--- config.mk ---
export PLATFORM = sky130hd
export DESIGN_NAME = jtag_irdr_sel
export DESIGN_NICKNAME = d
export VERILOG_FILES = /design/src/rtl/jtag_sel_pkg.sv /design/src/rtl/jtag_ir_reg.sv /design/src/rtl/jtag_id_reg.sv /design/src/rtl/jtag_bypass_reg.sv /design/src/rtl/jtag_irdr_sel.sv
export SDC_FILE = /design/constraint.sdc
export NUM_CORES = 1
export LEC_CHECK = 0
export BUFFER_PORTS_ARGS = -buffer_cell sky130_fd_sc_hd__buf_2
export CAP_MARGIN = 20
export CORE_MARGIN = 4
export CORE_UTILIZATION = 50
export DETAILED_ROUTE_END_ITERATION = 6
export GPL_TIMING_DRIVEN = 0
export PLACE_DENSITY = 0.76
export SYNTH_ARGS = -nofsm -noshare
export SYNTH_HDL_FRONTEND = slang
export SYNTH_HIERARCHICAL = 1
export SYNTH_SLANG_ARGS = --single-unit
export TNS_END_PERCENT = 5
--- constraint.sdc ---
create_clock -name tck -period 4.55 [get_ports tck]
set_input_delay 1.1375 -clock tck [delete_from_list [all_inputs] [get_ports tck]]
set_output_delay 1.1375 -clock tck [all_outputs]
set_load 0.03 [all_outputs]
--- src/rtl/jtag_sel_pkg.sv ---
`timescale 1ns/1ps
package jtag_sel_pkg;
  localparam int IR_W = 4;
  localparam int ID_W = 32;

  localparam logic [IR_W-1:0] C_EXTEST   = 4'b0000;
  localparam logic [IR_W-1:0] C_IDCODE   = 4'b0001;
  localparam logic [IR_W-1:0] C_SAMPLE   = 4'b0010;
  localparam logic [IR_W-1:0] C_INTEST   = 4'b0011;
  localparam logic [IR_W-1:0] C_RUNBIST  = 4'b0100;
  localparam logic [IR_W-1:0] C_CLAMP    = 4'b0101;
  localparam logic [IR_W-1:0] C_HIGHZ    = 4'b0110;
  localparam logic [IR_W-1:0] C_USERCODE = 4'b0111;
  localparam logic [IR_W-1:0] C_BYPASS   = 4'b1111;
  localparam logic [IR_W-1:0] C_IR_CAPT  = 4'b0001;

  typedef enum logic [1:0] {PATH_BSR, PATH_ID, PATH_BYP} path_e;

  typedef struct packed {
    path_e path;
    logic  mode_ctl;
    logic  pin_oe;
    logic  runbist;
    logic  usercode;
  } dec_t;

  function automatic dec_t decode_instr(input logic [IR_W-1:0] code, input bit has_id);
    dec_t d;
    d.path     = PATH_BYP;
    d.mode_ctl = 1'b0;
    d.pin_oe   = 1'b1;
    d.runbist  = 1'b0;
    d.usercode = 1'b0;
    case (code)
      C_EXTEST:  begin d.path = PATH_BSR; d.mode_ctl = 1'b1; end
      C_SAMPLE:  d.path = PATH_BSR;
      C_INTEST:  begin d.path = PATH_BSR; d.mode_ctl = 1'b1; end
      C_IDCODE:  if (has_id) d.path = PATH_ID;
      C_USERCODE: if (has_id) begin d.path = PATH_ID; d.usercode = 1'b1; end
      C_RUNBIST: begin d.mode_ctl = 1'b1; d.runbist = 1'b1; end
      C_CLAMP:   d.mode_ctl = 1'b1;
      C_HIGHZ:   begin d.mode_ctl = 1'b1; d.pin_oe = 1'b0; end
      default:   d.path = PATH_BYP;
    endcase
    return d;
  endfunction
endpackage

--- src/rtl/jtag_ir_reg.sv ---
`timescale 1ns/1ps
module jtag_ir_reg
  import jtag_sel_pkg::*;
#(
  parameter logic [IR_W-1:0] RESET_CODE = C_IDCODE
) (
  input  logic            clk,
  input  logic            rst_n,
  input  logic            capture,
  input  logic            shift,
  input  logic            update,
  input  logic            tdi,
  output logic            sr_lsb,
  output logic [IR_W-1:0] ir_q
);
  logic [IR_W-1:0] sr_q, sr_d, q_d;

  always_comb begin
    sr_d = sr_q;
    if (capture)    sr_d = C_IR_CAPT;
    else if (shift) sr_d = {tdi, sr_q[IR_W-1:1]};
  end

  always_comb begin
    q_d = ir_q;
    if (update) q_d = sr_q;
  end

  always_ff @(posedge clk or negedge rst_n) begin
    if (!rst_n) begin
      sr_q <= C_IR_CAPT;
      ir_q <= RESET_CODE;
    end else begin
      if (capture || shift) sr_q <= sr_d;
      if (update)           ir_q <= q_d;
    end
  end

  assign sr_lsb = sr_q[0];

  AST_IR_CAPTURE_CODE: assert property (@(posedge clk) disable iff (!rst_n)
    capture |=> (sr_q == 4'b0001));
  AST_IR_HOLD: assert property (@(posedge clk) disable iff (!rst_n)
    !update |=> $stable(ir_q));
endmodule

--- src/rtl/jtag_id_reg.sv ---
`timescale 1ns/1ps
module jtag_id_reg
  import jtag_sel_pkg::*;
#(
  parameter logic [ID_W-1:0] ID_VAL = 32'h0000_0001
) (
  input  logic            clk,
  input  logic            rst_n,
  input  logic            capture,
  input  logic            shift,
  input  logic            sel,
  input  logic            use_user,
  input  logic [ID_W-1:0] user_code,
  input  logic            tdi,
  output logic            tdo
);
  logic [ID_W-1:0] sr_q, sr_d;
  logic            en;

  assign en = sel && (capture || shift);

  always_comb begin
    sr_d = sr_q;
    if (capture)    sr_d = use_user ? user_code : ID_VAL;
    else if (shift) sr_d = {tdi, sr_q[ID_W-1:1]};
  end

  always_ff @(posedge clk or negedge rst_n) begin
    if (!rst_n)  sr_q <= ID_VAL;
    else if (en) sr_q <= sr_d;
  end

  assign tdo = sr_q[0];

  AST_ID_MARKER_BIT: assert property (@(posedge clk) disable iff (!rst_n)
    (capture && sel && !use_user) |=> tdo);
endmodule

--- src/rtl/jtag_bypass_reg.sv ---
`timescale 1ns/1ps
module jtag_bypass_reg (
  input  logic clk,
  input  logic rst_n,
  input  logic capture,
  input  logic shift,
  input  logic sel,
  input  logic cap_val,
  input  logic tdi,
  output logic q
);
  logic d;

  always_comb begin
    d = q;
    if (capture)    d = cap_val;
    else if (shift) d = tdi;
  end

  always_ff @(posedge clk or negedge rst_n) begin
    if (!rst_n)                        q <= 1'b0;
    else if (sel && (capture || shift)) q <= d;
  end

  AST_BYP_ONE_STAGE: assert property (@(posedge clk) disable iff (!rst_n)
    (sel && shift) |=> (q == $past(tdi)));
endmodule

--- src/rtl/jtag_irdr_sel.sv ---
`timescale 1ns/1ps
module jtag_irdr_sel
  import jtag_sel_pkg::*;
#(
  parameter bit          HAS_ID     = 1'b1,
  parameter logic [3:0]  ID_VERSION = 4'h3,
  parameter logic [15:0] ID_PART    = 16'hA5C1,
  parameter logic [10:0] ID_MFR     = 11'h2B5
) (
  input  logic            tck,
  input  logic            trst_n,
  input  logic            tdi,
  input  logic            ir_capture,
  input  logic            ir_shift,
  input  logic            ir_update,
  input  logic            dr_capture,
  input  logic            dr_shift,
  input  logic            dr_update,
  input  logic            rti_enter,
  input  logic            bsr_tdo,
  input  logic            bist_result,
  input  logic [ID_W-1:0] user_code,
  output logic            tdo,
  output logic            bsr_capture,
  output logic            bsr_shift,
  output logic            bsr_update,
  output logic            mode_ctl,
  output logic            pin_oe,
  output logic            bist_start
);
  localparam logic [ID_W-1:0] ID_VAL = {ID_VERSION, ID_PART, ID_MFR, 1'b1};
  localparam logic [IR_W-1:0] RST_CODE = HAS_ID ? C_IDCODE : C_BYPASS;

  // reset: asserted asynchronously, released on the test clock
  logic rst_meta, rst_n;
  always_ff @(posedge tck or negedge trst_n) begin
    if (!trst_n) begin
      rst_meta <= 1'b0;
      rst_n    <= 1'b0;
    end else begin
      rst_meta <= 1'b1;
      rst_n    <= rst_meta;
    end
  end

  logic [IR_W-1:0] ir_q;
  logic            ir_lsb;
  dec_t            dec;
  logic            id_tdo, byp_q, byp_cap;
  logic            sel_id, sel_byp, sel_bsr;
  logic            start_d;

  jtag_ir_reg #(.RESET_CODE(RST_CODE)) u_ir (
    .clk(tck), .rst_n(rst_n), .capture(ir_capture), .shift(ir_shift),
    .update(ir_update), .tdi(tdi), .sr_lsb(ir_lsb), .ir_q(ir_q)
  );

  always_comb dec = decode_instr(ir_q, HAS_ID);

  assign sel_id  = (dec.path == PATH_ID);
  assign sel_byp = (dec.path == PATH_BYP);
  assign sel_bsr = (dec.path == PATH_BSR);

  generate
    if (HAS_ID) begin : g_id
      jtag_id_reg #(.ID_VAL(ID_VAL)) u_id (
        .clk(tck), .rst_n(rst_n), .capture(dr_capture), .shift(dr_shift),
        .sel(sel_id), .use_user(dec.usercode), .user_code(user_code),
        .tdi(tdi), .tdo(id_tdo)
      );
    end else begin : g_no_id
      logic unused_user;
      assign unused_user = ^{user_code, sel_id};
      assign id_tdo = 1'b0;
    end
  endgenerate

  assign byp_cap = dec.runbist & bist_result;

  jtag_bypass_reg u_byp (
    .clk(tck), .rst_n(rst_n), .capture(dr_capture), .shift(dr_shift),
    .sel(sel_byp), .cap_val(byp_cap), .tdi(tdi), .q(byp_q)
  );

  // self-test start pulse
  assign start_d = rti_enter && dec.runbist;
  always_ff @(posedge tck or negedge rst_n) begin
    if (!rst_n) bist_start <= 1'b0;
    else        bist_start <= start_d;
  end

  always_comb begin
    if (ir_shift) tdo = ir_lsb;
    else begin
      case (dec.path)
        PATH_BSR: tdo = bsr_tdo;
        PATH_ID:  tdo = id_tdo;
        default:  tdo = byp_q;
      endcase
    end
  end

  assign bsr_capture = dr_capture & sel_bsr;
  assign bsr_shift   = dr_shift   & sel_bsr;
  assign bsr_update  = dr_update  & sel_bsr;
  assign mode_ctl    = dec.mode_ctl;
  assign pin_oe      = dec.pin_oe;

  AST_STROBE_ONEHOT: assert property (@(posedge tck) disable iff (!rst_n)
    $onehot0({ir_capture, ir_shift, ir_update, dr_capture, dr_shift, dr_update}));
  AST_HIGHZ_OE_OFF: assert property (@(posedge tck) disable iff (!rst_n)
    (ir_q == C_HIGHZ) |-> !pin_oe);
  AST_BIST_START_CAUSE: assert property (@(posedge tck) disable iff (!rst_n)
    bist_start |-> $past(rti_enter));
  AST_BSR_STROBE_IDLE: assert property (@(posedge tck) disable iff (!rst_n)
    (ir_q == C_CLAMP) |-> !(bsr_capture || bsr_shift || bsr_update));
endmodule

# ---- Word level (Yosys, flattened, before mapping)
# Index checks and enable logic that the tools add are counted.
dict set report totals {
  register_bits 44
}
dict set report op_classes {
  n_eq_ne 9
  mux 14
  bitwise_logic 4
  n_reduce_logical 15
}
# operator n
set op_table {}
lappend op_table {{2-to-1 mux 32 bit} 3}
lappend op_table {{equality test 4 x 3 -> 1 bit (second input constant)} 4}
lappend op_table {{equality test 4 x 2 -> 1 bit (second input constant)} 2}
lappend op_table {{2-to-1 mux 4 bit} 2}
lappend op_table {{2-to-1 mux 1 bit} 7}
lappend op_table {{AND reduction 2 bit} 3}
lappend op_table {{OR reduction 5 bit} 1}
lappend op_table {{AND 1 bit} 4}
lappend op_table {{equality test 4 x 1 -> 1 bit (second input constant)} 1}
lappend op_table {{zero test 4 bit} 1}
lappend op_table {{one-hot mux 2 bit (2 select lines)} 1}
lappend op_table {{nonzero test 2 bit} 2}
lappend op_table {{logical AND 1 bit} 3}
lappend op_table {{OR reduction 3 bit} 1}
lappend op_table {{equality test 2 x 1 -> 1 bit (second input constant)} 1}
lappend op_table {{equality test 2 bit (second input constant)} 1}
lappend op_table {{zero test 2 bit} 1}
lappend op_table {{logical OR 1 bit} 2}
lappend op_table {{one-hot mux 1 bit (2 select lines)} 1}
lappend op_table {{OR reduction 2 bit} 1}

# ---- Logic depth before layout (Yosys ltp)
# Gate-level depths: netlist of the first run.
dict set report depth {
  depth_word 6
  mapped_depth 9
}

# ---- Modules after synthesis
# The synthesis of the first run kept the hierarchy.
# module instances cells_each area_per_inst_um2
set by_module_without_submodules {}
lappend by_module_without_submodules {jtag_id_reg 1 147 1406.3}
lappend by_module_without_submodules {jtag_ir_reg 1 21 317.8}
lappend by_module_without_submodules {jtag_irdr_sel 1 35 291.5}
lappend by_module_without_submodules {jtag_bypass_reg 1 6 60.1}

# ---- Least setup slack after synthesis of the first run
# OpenSTA, ideal clock, no wires.
dict set report synth_path {
  path_type {input -> output}
  startpoint {input bsr_tdo}
  endpoint {output tdo}
  arrival_ns 1.753
  required_ns 3.413
  path_slack_ns 1.659
  stages 3
  path_buffers 0
  path_cell_list {o211ai_1 > a31o_1 > a21oi_2}
}
dict set report synth_between {
  elab_chain_len 2
}
# element line
set synth_rtl {}
lappend synth_rtl {{from (decl)} jtag_irdr_sel.sv:20} ;# input logic bsr_tdo,
lappend synth_rtl {{one-hot mux 1 bit (2 select lines)} jtag_irdr_sel.sv:95} ;# case (dec.path)
lappend synth_rtl {{2-to-1 mux 1 bit} jtag_irdr_sel.sv:93} ;# if (ir_shift) tdo = ir_lsb;
lappend synth_rtl {{to (decl)} jtag_irdr_sel.sv:23} ;# output logic tdo,
# No other way between the ends.

# ---- Worst setup path after layout of the first run
# Ends and elaborated chain as after synthesis.

==> flow_metrics.tcl, run 1 <==
set metrics [dict create \
    r2r-end "g_id.u_id/sr_q[23]" \
    fin_crit_ps 2990 \
    syn_area_um2 2076 \
    period_share 0.6571 \
    p_comb_frac 0.185 \
    crit_arrival_ps 1850 \
    drv_cap 0 \
    rr_startpoint "u_ir/ir_q[0]" \
    worstRegToRegCells 8 \
    cp_slowest_cell "a31o_1" \
    cts-root-buf "clkbuf_8" \
    portBuffers 50 \
    run_status "complete, no violations" \
    crit_chain "buf_2 > o211ai_1 > a31o_1 > a21oi_2 > buf_2" \
    ys_seq_area_frac 0.5413 \
    chipHeight_um 72.43 \
    h-tree-depth 2 \
    cts_resized 0 \
    clock-sinks 44 \
    routed_wl_um 4382 \
    tns_ps 0 \
    reg2reg_setup_slack_ps 2620 \
    mostFrequentLayoutCell "buf_2" \
    drive_above_1_share 0.3731 \
    setup.worst_path.start "bsr_tdo" \
    layout.nets 311 \
    syn_nets 253 \
    design_area_um2 2524 \
    endpoint_kind "output pin" \
    row_count 23 \
    dpl_cell_area_um2 2417 \
    layout_common_cells "57 x buf_2, 40 x nor2_1, 32 x nand2_1" \
    finClkSkew_ps 4.570 \
    max_freq_mhz 334.5 \
    async_flop_share 1.000 \
    grt-ovfl-total 0 \
    yosysUniqueCellTypes 40 \
    grt_pass1_wl_um 7424 \
    synth.avg_cell_area_um2 9.932 \
    finalSetupViolCount 0 \
    ys_seq_elements 44 \
    ios 51 \
    dp.cells 310 \
    gp_congestion 0.7839 \
    n_antenna_cell 0 \
    grt_setup_unrepaired "no" \
    synthFlopType "dfrtp_1" \
    cts_tree "done" \
    crit_end "tdo" \
    drc 0 \
    hpwl_um 3227 \
    path_clk_slew_ps 80 \
    post-place-ws_ps 1554 \
    swShare 0.2756 \
    slowest_delay_ps 240 \
    clock_latency_ps 290 \
    dieArea_um2 5246 \
    netlist_instances 209 \
    vias 1671 \
    synth-edff-count 0 \
    p_seq_frac 0.536 \
    critPathKind "in2out" \
    required_ps 3410 \
    firstDrtPassIters 4 \
    antenna_found_initial 0 \
    report.final.hold_viol_count 0 \
    grtUsageTotal 0.1803 \
    post_cts_buffers 0 \
    cts_buffer_depth 2 \
    worst_slack_ps 1560 \
    vias_per_cell 5.255 \
    cts_inserted_buffers 5 \
    grt_pass1_vias 1634 \
    min_path_type "reg2async" \
    power_density_nw_per_um2 378.4 \
    grt_max_degree 25 \
    start_util 0.5189 \
    path_max_fanout 1 \
    power_switching_w 0.0002632 \
    cp-start-kind "primary input" \
    area_delta_synth_final_pct 21.58 \
    fin_cells 318 \
    drv_slew 0 \
    ant_nets 0 \
    yosys_warnings 6 \
    die_width_um 72.43 \
    routedWlPerCell_um 13.78 \
    first_iter_violations 125 \
    p_leak_nw 1.238 \
    core_area_um2 4000 \
    peakVddDrop_uv 211.9 \
    clockPowerShare 0.280 \
    cts_hold_buf 0 \
    path_common_cell "buf_2" \
    internal_power_w 0.0006918 \
]
cell usage after synthesis, types with 2 or more instances:
cell      n  share of area
nor2_1   40          0.072
nand2_1  32          0.058
dfrtp_1  26           0.31
dfstp_2  18           0.23
o22ai_1  16          0.048
a22oi_1  15          0.054
buf_2     7          0.017
buf_6     6          0.033
nand3_1   5          0.012
and2_1    3         0.0090
inv_1     3         0.0054
mux2i_1   3          0.014
nor3_1    3         0.0072
a21oi_2   2         0.0084
mux2_1    2          0.011
mux2_2    2          0.011
nor2b_1   2         0.0060
nor4b_1   2         0.0084
metal layers:
| metal | global-route usage | wire length, um | vias up |
|---|---|---|---|
| met5 | 0 | 0 | - |
| met2 | 0.2811 | 2080 | 40 |
| met3 | 0.04155 | 267 | 2 |
| met4 | 0.04508 | 23 | 0 |
| met1 | 0.2563 | 2011 | 786 |
| li1 | - | - | 843 |
sequential cells by signal, summed over array words and instances, names as in the netlist:
name and count:
bist_start 1, u_byp/q 1, u_ir/ir_q 4, rst_meta 1, u_ir/sr_q 4, rst_n 1, g_id.u_id/sr_q 32
through the flow:
| step | total power [W] | hold slack [ps] | util |
|---|---|---|---|
| after detailed placement | 0.0006948 | 232.8 | 0.6043 |
| final | 0.0009550 | 228.9 | 0.6309 |
| after floorplan | 0.0006301 | 331.2 | - |
| after global placement | 0.0006839 | 334.6 | 0.5971 |
| after CTS | 0.0009654 | 239.2 | 0.6309 |
| after global routing | 0.001014 | 260.2 | 0.6309 |
power groups by stage:
| stage | Clock [W] | Sequential (W) | Combinational, W |
|---|---|---|---|
| global placement | 0 | 0.000519 | 0.000165 |
| CTS | 0.000276 | 0.000511 | 0.000178 |
| finish | 0.000267 | 0.000512 | 0.000176 |
| global route | 0.000296 | 0.000520 | 0.000199 |
| floorplan | 0 | 0.000507 | 0.000123 |
| detailed placement | 0 | 0.000518 | 0.000177 |
cell type report:
| cell class | instances | area (um^2) |
|---|---|---|
| fill | 335 | 1476 |
| sequential | 44 | 1125 |
| multi-input combinational | 148 | 834.6 |
| timing repair buffer | 51 | 277.8 |
| buffer | 13 | 102.6 |
| clock buffer | 6 | 93.84 |
| tap | 50 | 62.56 |
| inverter | 4 | 15.01 |
| clock inverter | 2 | 12.51 |
worst max-delay path, delay by kind of cell:
| kind | cells | cell delay [ps] |
|---|---|---|
| AO/OA/AOI/OAI | 3 | 430 |
| buffers and inverters | 2 | 270 |
worst min path at each step:
stage	end	cells past startpoint	slack [ps]	startpoint
global route	u_ir/sr_q[2]	0	260	rst_n
global placement	rst_n	0	330	rst_meta
floorplan	rst_n	0	330	rst_meta
finish	u_ir/sr_q[2]	0	230	rst_n
detailed placement	u_ir/sr_q[2]	0	230	rst_n
CTS	u_ir/sr_q[2]	0	240	rst_n
kinds of logic after synthesis:
group | count (synthesis) | synth area share
AOI/OAI and AO/OA | 43 | 0.1477
muxes | 7 | 0.03617
buffers and inverters | 17 | 0.05665
and+or+nand+nor | 95 | 0.2080
other | 1 | 0.001807
DFF | 44 | 0.5413
xor gates and xnor gates | 2 | 0.008440
(Power assumes the default switching activity.)
==> run 2: changes to the inputs <==
--- a/config.mk
+++ b/config.mk
@@ -5,13 +5,14 @@
 export SDC_FILE = /design/constraint.sdc
 export NUM_CORES = 1
 export LEC_CHECK = 0
+export ABC_AREA = 1
 export BUFFER_PORTS_ARGS = -buffer_cell sky130_fd_sc_hd__buf_2
 export CAP_MARGIN = 20
 export CORE_MARGIN = 4
 export CORE_UTILIZATION = 50
 export DETAILED_ROUTE_END_ITERATION = 6
 export GPL_TIMING_DRIVEN = 0
-export PLACE_DENSITY = 0.76
+export PLACE_DENSITY = 0.74
 export SYNTH_ARGS = -nofsm -noshare
 export SYNTH_HDL_FRONTEND = slang
 export SYNTH_HIERARCHICAL = 1
==> constraint.sdc (replaced) <==
create_clock -name tck -period 2.9 [get_ports tck]
set_input_delay 0.725 -clock tck [delete_from_list [all_inputs] [get_ports tck]]
set_output_delay 0.725 -clock tck [all_outputs]
set_load 0.03 [all_outputs]
==> flow_metrics.tcl, run 2 <==
set metrics [dict create \
    largest_reg_flops 32 \
    cp-start-kind "register" \
    cts_inserted_buffers 5 \
    synth-edff-count 0 \
    cts_resized 0 \
    synth_top_area_frac 0.2741 \
    power_density_nw_per_um2 594.6 \
    yosysUniqueCellTypes 16 \
    synth.avg_cell_area_um2 7.064 \
    critPathKind "reg2out" \
    synth_compound_area_frac 0.01476 \
    path_max_fanout 5 \
    n_antenna_cell 0 \
    worstRegToRegCells 9 \
    antenna_found_initial 0 \
    crit_end "tdo" \
    top_register "g_id.u_id/sr_q" \
    chipHeight_um 76.90 \
    gp_congestion 0.7952 \
    clock_latency_ps 310 \
    ys_seq_elements 44 \
    ios 51 \
    dp.cells 439 \
    grt_pass1_vias 2003 \
    synth_area_leaders "dfrtp_1 27%, nand2_1 22%, dfstp_2 20%" \
    design_area_um2 2818 \
    internal_power_w 0.001191 \
    power_switching_w 0.0004845 \
    required_ps 2170 \
    cts_hold_buf 0 \
    p_leak_nw 1.624 \
    grt-ovfl-total 0 \
    hpwl_um 3893 \
    layout_common_cells "140 x nand2_1, 59 x buf_2, 55 x nand3_1" \
    top_regs "g_id.u_id/sr_q x32, u_ir/ir_q x4, u_ir/sr_q x4" \
    row_count 24 \
    tns_ps 0 \
    r2r-end "g_id.u_id/sr_q[16]" \
    cts-root-buf "clkbuf_8" \
    fillers 408 \
    min_path_type "reg2async" \
    vias_per_cell 4.810 \
    routedWlPerCell_um 11.77 \
    finClkSkew_ps 7.764 \
    layout.nets 438 \
    p_seq_frac 0.511 \
    p_comb_frac 0.212 \
    netlist_instances 336 \
    drv_cap 0 \
    total_power_w 0.001675 \
    die_width_um 76.90 \
    cts_buffer_depth 2 \
    path_clk_slew_ps 80 \
    synthSimpleGateAreaFrac 0.4186 \
    portBuffers 50 \
    period_share 0.7937 \
    ys_seq_area_frac 0.4734 \
    post_cts_buffers 0 \
    run_status "complete, no violations" \
    synth_commonest_cells "140 x nand2_1, 55 x nand3_1, 39 x inv_1" \
    drv_slew 0 \
    synth_top_family_by_area "simple AND/OR/NAND/NOR gates" \
    vias 2150 \
    synthFlopType "dfrtp_1" \
    yosys_warnings 6 \
    max_freq_mhz 434.5 \
    syn_nets 380 \
    async_flop_share 1.000 \
    dieArea_um2 5914 \
    h-tree-depth 2 \
    finalSetupViolCount 0 \
    yosys.area_share.adder 0 \
    start_util 0.5305 \
    clock-sinks 44 \
    cts_tree "done" \
    core_area_um2 4474 \
    setup.worst_path.start "u_ir/ir_q[0]" \
    grtUsageTotal 0.1923 \
    routed_wl_um 5262 \
    synthXorXnorAreaFrac 0 \
    grt_setup_unrepaired "no" \
    rr_startpoint "u_ir/ir_q[0]" \
    fin_crit_ps 2302 \
    fin_cells 447 \
    grt_max_degree 29 \
    first_iter_violations 119 \
    post-route-util 0.6298 \
    yosysMostFrequentCell "nand2_1" \
    syn_area_um2 2374 \
    dpl_cell_area_um2 2710 \
    endpoint_kind "output pin" \
    reg2reg_setup_slack_ps 1170 \
    area_delta_synth_final_pct 18.71 \
    firstDrtPassIters 4 \
    synth_area_leader_cell "dfrtp_1" \
    peakVddDrop_uv 305.8 \
    drive_above_1_share 0.2785 \
    ant_nets 0 \
    grt_pass1_wl_um 9170 \
    synthMuxAreaShare 0 \
    report.final.hold_viol_count 0 \
    clockPowerShare 0.277 \
    drc 0 \
    crit_arrival_ps 1580 \
    mostFrequentLayoutCell "nand2_1" \
    swShare 0.2892 \
]
-- run 2: cell types whose count changed after synthesis, moves of 3 or more --
cell      previous run  this run
nand2_1             32       140
nand3_1              5        55
inv_1                3        39
nor2_1              40        11
or2_2                0        17
o22ai_1             16         0
a22oi_1             15         0
buf_6                6         0
clkbuf_1             0         5
o21ai_0              1         6
nor2_2               0         4
and2_1               3         0
mux2i_1              3         0
nor3_1               3         0
-- run 2: kinds of logic after synthesis --
| logic type | count (synthesis) |
|---|---|
| compound gates | 7 |
| buf+inv | 54 |
| flops | 44 |
| other cells | 1 |
| simple gates | 230 |
-- run 2: area by class of cell --
class / instances / area, um^2 / area share
clock inverter: 2 / 35.03 / 0.01243
timing repair buffer: 51 / 270.3 / 0.09591
multi-input combinational: 238 / 1032 / 0.3663
clock buffer: 6 / 72.57 / 0.02575
tap: 52 / 65.06 / 0.02309
buffer: 15 / 71.32 / 0.02531
inverter: 39 / 146.4 / 0.05195
sequential: 44 / 1125 / 0.3992
-- run 2: per-stage QoR --
step | setup slack (ps) | hold WS (ps)
5_1_grt | 481.0 | 185.7
4_1_cts | 585.6 | 189.8
6_report | 598.3 | 179.4
3_5_place_dp | 690.7 | 187.2
2_1_floorplan | 986.2 | 331.2
3_3_place_gp | 700.3 | 335.9
-- run 2: per-layer routing --
metal | global-route usage | share of wire | vias to the layer above | routed length [um]
met5 | 0 | 0 | - | 0
met4 | 0.06522 | 0.012 | 0 | 65
met3 | 0.03630 | 0.059 | 6 | 311
met2 | 0.2831 | 0.45 | 42 | 2360
met1 | 0.2830 | 0.48 | 967 | 2523
li1 | - | - | 1135 | -
-- run 2: how the worst min path moves through the flow --
stage	cells after the start	to	start	slack [ps]
final	0	g_id.u_id/sr_q[9]	rst_n	180
after floorplan	0	rst_n	rst_meta	330
after global routing	1	rst_meta	trst_n	190
after global placement	0	rst_n	rst_meta	340
after CTS	0	g_id.u_id/sr_q[9]	rst_n	190
after detailed placement	0	g_id.u_id/sr_q[17]	rst_n	190
-- run 2: worst max-delay path: stages (launching register included) --
cell and delay (ps):
dfstp_2 560, nand2_1 70, inv_1 90, nand2_2 70, nand2_2 80, nand2_1 50, nand3_1 80, nand2_1 50
inv_1 40, buf_2 180
-- run 2: power by group through the flow --
stage	clock (W)	sequential, W	combinational (W)
2_1_floorplan	0	0.000850	0.000257
3_3_place_gp	0	0.000869	0.000338
3_5_place_dp	0	0.000866	0.000357
4_1_cts	0.000473	0.000857	0.000359
5_1_grt	0.000497	0.000873	0.000414
6_report	0.000464	0.000856	0.000356
